[config.mk]
export PLATFORM = sky130hd
export DESIGN_NAME = smram_ctl
export DESIGN_NICKNAME = d
export VERILOG_FILES = /design/src/rtl/smram_ctl_pkg.sv /design/src/rtl/smram_next.sv /design/src/rtl/smram_state.sv /design/src/rtl/smram_ctl.sv
export SDC_FILE = /design/constraint.sdc
export NUM_CORES = 1
export LEC_CHECK = 0
export ABC_AREA = 1
export BUFFER_PORTS_ARGS = -buffer_cell sky130_fd_sc_hd__buf_2
export CORE_AREA = 2 2 39 41
export DETAILED_ROUTE_END_ITERATION = 8
export DIE_AREA = 0 0 41 43
export PLACE_DENSITY = 0.48
export SLEW_MARGIN = 15
export SYNTH_ARGS = -nofsm -noshare
export SYNTH_HDL_FRONTEND = slang
export SYNTH_HIERARCHICAL = 1
export SYNTH_SLANG_ARGS = --single-unit
[constraint.sdc]
create_clock -name clk -period 1 [get_ports clk]
set_input_delay 0.2 -clock clk [delete_from_list [all_inputs] [get_ports clk]]
set_output_delay 0.2 -clock clk [all_outputs]
set_load 0.05 [all_outputs]
[src/rtl/smram_ctl_pkg.sv]
package smram_ctl_pkg;
  localparam int unsigned CFG_W   = 8;
  localparam int unsigned POS_OPN = 6;
  localparam int unsigned POS_CLS = 5;
  localparam int unsigned POS_LCK = 4;
  localparam int unsigned POS_ENA = 3;
  localparam int unsigned FIX_W   = 3;
  localparam logic [FIX_W-1:0] FIX_VAL = 3'b010;

  typedef struct packed {
    logic opn;
    logic cls;
    logic lck;
    logic ena;
  } smram_fields_t;

  localparam smram_fields_t FIELDS_RST = '{opn: 1'b0, cls: 1'b0, lck: 1'b0, ena: 1'b0};
endpackage

[src/rtl/smram_next.sv]
module smram_next
  import smram_ctl_pkg::*;
#(
  parameter int unsigned W = CFG_W
) (
  input  smram_fields_t cur,
  input  logic          wr,
  input  logic [W-1:0]  wdata,
  output smram_fields_t nxt
);
  always_comb begin
    nxt = cur;
    if (wr && !cur.lck) begin
      nxt.lck = wdata[POS_LCK];
      nxt.opn = wdata[POS_OPN] & ~wdata[POS_LCK];
      nxt.cls = wdata[POS_CLS];
      nxt.ena = wdata[POS_ENA];
    end
  end
endmodule

[src/rtl/smram_state.sv]
module smram_state
  import smram_ctl_pkg::*;
(
  input  logic          clk,
  input  logic          rst,
  input  smram_fields_t nxt,
  output smram_fields_t q
);
  always_ff @(posedge clk) begin
    if (rst) q <= FIELDS_RST;
    else     q <= nxt;
  end
endmodule

[src/rtl/smram_ctl.sv]
module smram_ctl
  import smram_ctl_pkg::*;
#(
  parameter int unsigned W = CFG_W
) (
  input  logic         clk,
  input  logic         rst,
  input  logic         cfg_wr,
  input  logic [W-1:0] cfg_wdata,
  output logic [W-1:0] cfg_rdata,
  output logic         smram_open,
  output logic         smram_close,
  output logic         smram_lock,
  output logic         smram_enable
);
  smram_fields_t cur_q;
  smram_fields_t nxt_d;

  smram_next #(.W(W)) u_next (
    .cur   (cur_q),
    .wr    (cfg_wr),
    .wdata (cfg_wdata),
    .nxt   (nxt_d)
  );

  smram_state u_state (
    .clk (clk),
    .rst (rst),
    .nxt (nxt_d),
    .q   (cur_q)
  );

  always_comb begin
    cfg_rdata                = '0;
    cfg_rdata[FIX_W-1:0]     = FIX_VAL;
    cfg_rdata[POS_OPN]       = cur_q.opn;
    cfg_rdata[POS_CLS]       = cur_q.cls;
    cfg_rdata[POS_LCK]       = cur_q.lck;
    cfg_rdata[POS_ENA]       = cur_q.ena;
  end

  assign smram_open   = cur_q.opn;
  assign smram_close  = cur_q.cls;
  assign smram_lock   = cur_q.lck;
  assign smram_enable = cur_q.ena;
endmodule

### After elaboration in Yosys (flattened, before gate mapping)

Cells that the tools add are included.

| storage, ports and cells | value |
|---|---|
| bits in registers | 4 |
| output and inout bits | 12 |
| word-level logic and storage cells | 8 |

| cells by class | value |
|---|---|
| bitwise logic cells | 2 |
| reductions and logical operators | 2 |

Operator list:

| operator | number |
|---|---|
| $and A1 B1 Y1 | 1 |
| $logic_and A1 B1 Y1 | 1 |
| $logic_not A1 Y1 | 1 |
| $not A1 Y1 | 1 |

### Logic depth before layout (Yosys ltp)

| logic depth | value |
|---|---|
| depth after elaboration | 2 |
| gate-level depth with buffers | 6 |

### Modules after synthesis

Netlist, hierarchy kept.

By module, submodules not included:

| module | instances | cells each | area each (um^2) | sequential area each (um^2) |
|---|---|---|---|---|
| smram_state | 1 | 12 | 110.1 | 80.1 |
| smram_next | 1 | 17 | 73.8 | 0.0 |
| smram_ctl | 1 | 10 | 67.6 | 0.0 |

### Worst setup path after synthesis

OpenSTA, ideal clock, no wires.

| path | value |
|---|---|
| path kind | flip-flop to output port |
| start | reg u_state/q[1] (netlist bit) |
| end | out smram_lock |
| data arrival time | 1.003 ns |
| required time | 0.800 ns |
| setup slack | -0.203 ns |
| cell stages (with the launch flop) | 2 |
| cell sequence | dfxtp_1 -> buf_4 |

RTL lines:

| item | RTL line | RTL |
|---|---|---|
| from (decl) | smram_state.sv:7 | `output smram_fields_t q` |
| from (signal assigned) | smram_state.sv:11 | `else q <= nxt;` |
| to (decl) | smram_ctl.sv:13 | `output logic smram_lock,` |

No word-level cell between the ends.

### Final worst setup path

| path | value |
|---|---|
| start | reg u_state/q[0] (netlist bit) |
| end | out cfg_rdata[3] |

RTL lines:

| item | RTL line | RTL |
|---|---|---|
| to (decl) | smram_ctl.sv:10 | `output logic [W-1:0] cfg_rdata,` |

No word-level cell between the ends.

==> impl_metrics.py <==
metrics = {
    "power": {
        "intPower_uw": 354,
        "pwr-share-clk_pct": 35.4,
        "p_sw_uw": 203,
        "pwr-share-comb_pct": 32.1,
        "power_density_mw_per_mm2": 1590,
        "ir_worst_vdd_mv": 0.304,
        "sw_frac_of_total_pct": 36.4,
        "seq_power_share_pct": 32.5,
        "leakagePower_nw": 0.202,
    },
    "critical_path": {
        "cp_top_family": "flip-flops",
        "critPathBufInv": 1,
        "worst_setup_path_start_kind": "flop",
        "worst_path_max_delay_cell": "dfxtp_2",
        "cp.required_ns": 0.80,
        "worstPathCellList": "clkbuf_4",
        "critPathKind": "reg2out",
        "max_stage_delay_ns": 0.33,
        "crit_arrival_ns": 0.78,
        "cp_max_fo": 3,
        "worst_setup_path_end_kind": "primary output",
    },
    "floorplanning": {
        "die_w_um": 41,
        "coreArea_mm2": 0.00138,
        "die_h_um": 43,
        "dieArea_mm2": 0.00176,
        "io_pins": 23,
        "rows": 14,
        "initial_core_util_pct": 18.2,
    },
    "final_layout": {
        "n_antenna_cell": 0,
        "area_growth_pct": 39.3,
        "layout.nets": 63,
        "finish.utilization_pct": 25.3,
        "fin_area_um2": 350,
        "drive_gt1_share_pct": 50.0,
        "largest-register": "u_state/q",
        "reg_top3": "u_state/q x4",
        "largest_register_ffs": 4,
    },
    "synthesis": {
        "synthCells": 39,
        "syn-cell-area_um2": 251,
        "synthSimpleGateAreaFrac_pct": 30.8,
        "synth_compound_area_share_pct": 0,
        "ys_warn_count": 6,
        "synth_flop_cell": "dfxtp_1",
        "seq_area_frac_synth_pct": 31.8,
        "synth_xor_area_share_pct": 0,
        "synth_top_cell_by_area": "dfxtp_1",
        "avgSynthCellArea_um2": 6.45,
        "ys_top_cells_by_count": "nand2_1, buf_4, inv_1, nor2_1, dfxtp_1",
        "postSynth.asyncResetShare_pct": 0,
        "synth.area.top_cells": "dfxtp_1, buf_4, nand2_1",
        "synthAdderAreaFrac_pct": 0,
        "ys_seq_elements": 4,
        "synth_edf_count": 0,
        "yosysMostFrequentCell": "nand2_1",
        "synth_mux_area_share_pct": 0,
        "synth.distinct_cells": 9,
        "synth_top_area_share_pct": 31.8,
        "synth_top_family_by_area": "buffers and inverters",
    },
    "detailed_routing": {
        "drt-total-wl_um": 445,
        "vias": 221,
        "drtIter0Drc": 2,
        "wl_per_cell_um": 6.74,
        "routed_via_density": 3.35,
        "ant_nets": 0,
        "drc": 0,
        "drtPass1Iterations": 2,
    },
    "timing": {
        "rsz0062_at_grt": "yes",
        "finalSetupViolCount": 0,
        "drv_slew": 0,
        "max_freq_ghz": 1.02,
        "fin_crit_sh_pct": 98.2,
        "finalCriticalPeriod_ns": 0.982,
        "finalHoldViolCount": 0,
        "fin_skew_ns": 0.000804,
        "hold_ws_ns": 0.168,
    },
    "clock_tree": {
        "cts_made_buffers": 3,
        "clkTransAtPathRegs_ns": 0.04,
        "cts_tree": "yes",
        "clock_latency_ns": 0.23,
        "cts_root_buf": "clkbuf_4",
        "postCtsSetupBuffers": 0,
        "clockBufferDepth": 2,
        "cts_sinks": 4,
        "cts-htree-levels": 1,
    },
    "run": {
        "drv_cap": 0,
    },
    "global_route": {
        "grt_pass1_vias": 166,
        "antenna_found_initial": 0,
        "grt_pass1_wl_um": 593,
        "grt_usage_pct": 5.72,
        "grt_max_degree": 5,
        "overflow": 0,
    },
    "placement": {
        "port_buffers": 14,
        "dpl_cell_area_um2": 294,
        "place.gp.congestion": 0.635,
        "hpwl_um": 348,
    },
    "worst_hold_path": {
        "hold_path_class": "in2reg",
    },
    "outcome": {
        "status": "finished, final reports clean",
    },
}
## power by group through the flow
stage	clock network [mW]	registers [mW]	logic [mW]
after floorplan	0	0.215	0.120
after global placement	0	0.182	0.164
after detailed placement	0	0.182	0.164
after CTS	0.210	0.181	0.172
after global routing	0.227	0.183	0.190
final	0.197	0.181	0.179
## layout by cell type (no fill, tap or decap)
cell type | Yosys | final
dfxtp_4 | 0 | 1
buf_4 | 8 | 4
buf_6 | 0 | 1
clkbuf_4 | 0 | 5
buf_8 | 0 | 1
buf_2 | 0 | 6
nand2_2 | 1 | 1
dfxtp_2 | 0 | 3
conb_1 | 2 | 4
nor2_4 | 1 | 1
inv_1 | 5 | 5
inv_2 | 2 | 2
nor2_1 | 5 | 5
nand2_1 | 11 | 11
## path summary, 6_finish.rpt
path         cells after the start               startpoint                 endpoint  slack (ns)
max                              1  u_state/q[0]$_SDFF_PP0_             cfg_rdata[3]        0.02
min                              2                      rst  u_state/q[1]$_SDFF_PP0_        0.17
max reg2reg                      6  u_state/q[1]$_SDFF_PP0_  u_state/q[3]$_SDFF_PP0_        0.22
min reg2reg                      4  u_state/q[2]$_SDFF_PP0_  u_state/q[2]$_SDFF_PP0_        0.53
## routing by layer
layer / GRT usage (%) / vias up / wire (µm)
li1: - / 120 / -
met1: 6.09 / 93 / 175
met2: 6.25 / 8 / 220
met3: 3.14 / 0 / 49
met4: 8.00 / 0 / 0
met5: 0 / - / 0
## kinds of logic after synthesis
logic type,Yosys count
buffers and inverters,15
DFF,4
other,2
and+or+nand+nor,18
## cell type report
cell class                      count  area (µm²)
Tap cell                           16        20.0
Clock buffer                        3        22.5
Sequential cell                     4        87.6
Timing Repair Buffer               14         101
Fill cell                         150        1030
Inverter                            7        26.3
Multi-Input combinational cell     22        92.6
## stage by stage
step                      total power [mW]  cells  setup slack (ns)  setup TNS (ns)
after floorplan                      0.335     41            0.0231               0
after global placement               0.346     63             0.177               0
after detailed placement             0.346     63             0.174               0
after CTS                            0.563     66           -0.0271         -0.0982
after global routing                 0.599     66           -0.0198         -0.0394
final                                0.557     66            0.0176               0
## repair_timing
action	CTS	global route
resized for setup	6	6
hold endpoints to repair	0	0
endpoints found under the setup margin	8	4
hold buffers	0	0
Note: power is estimated with default switching activity, not from simulation.
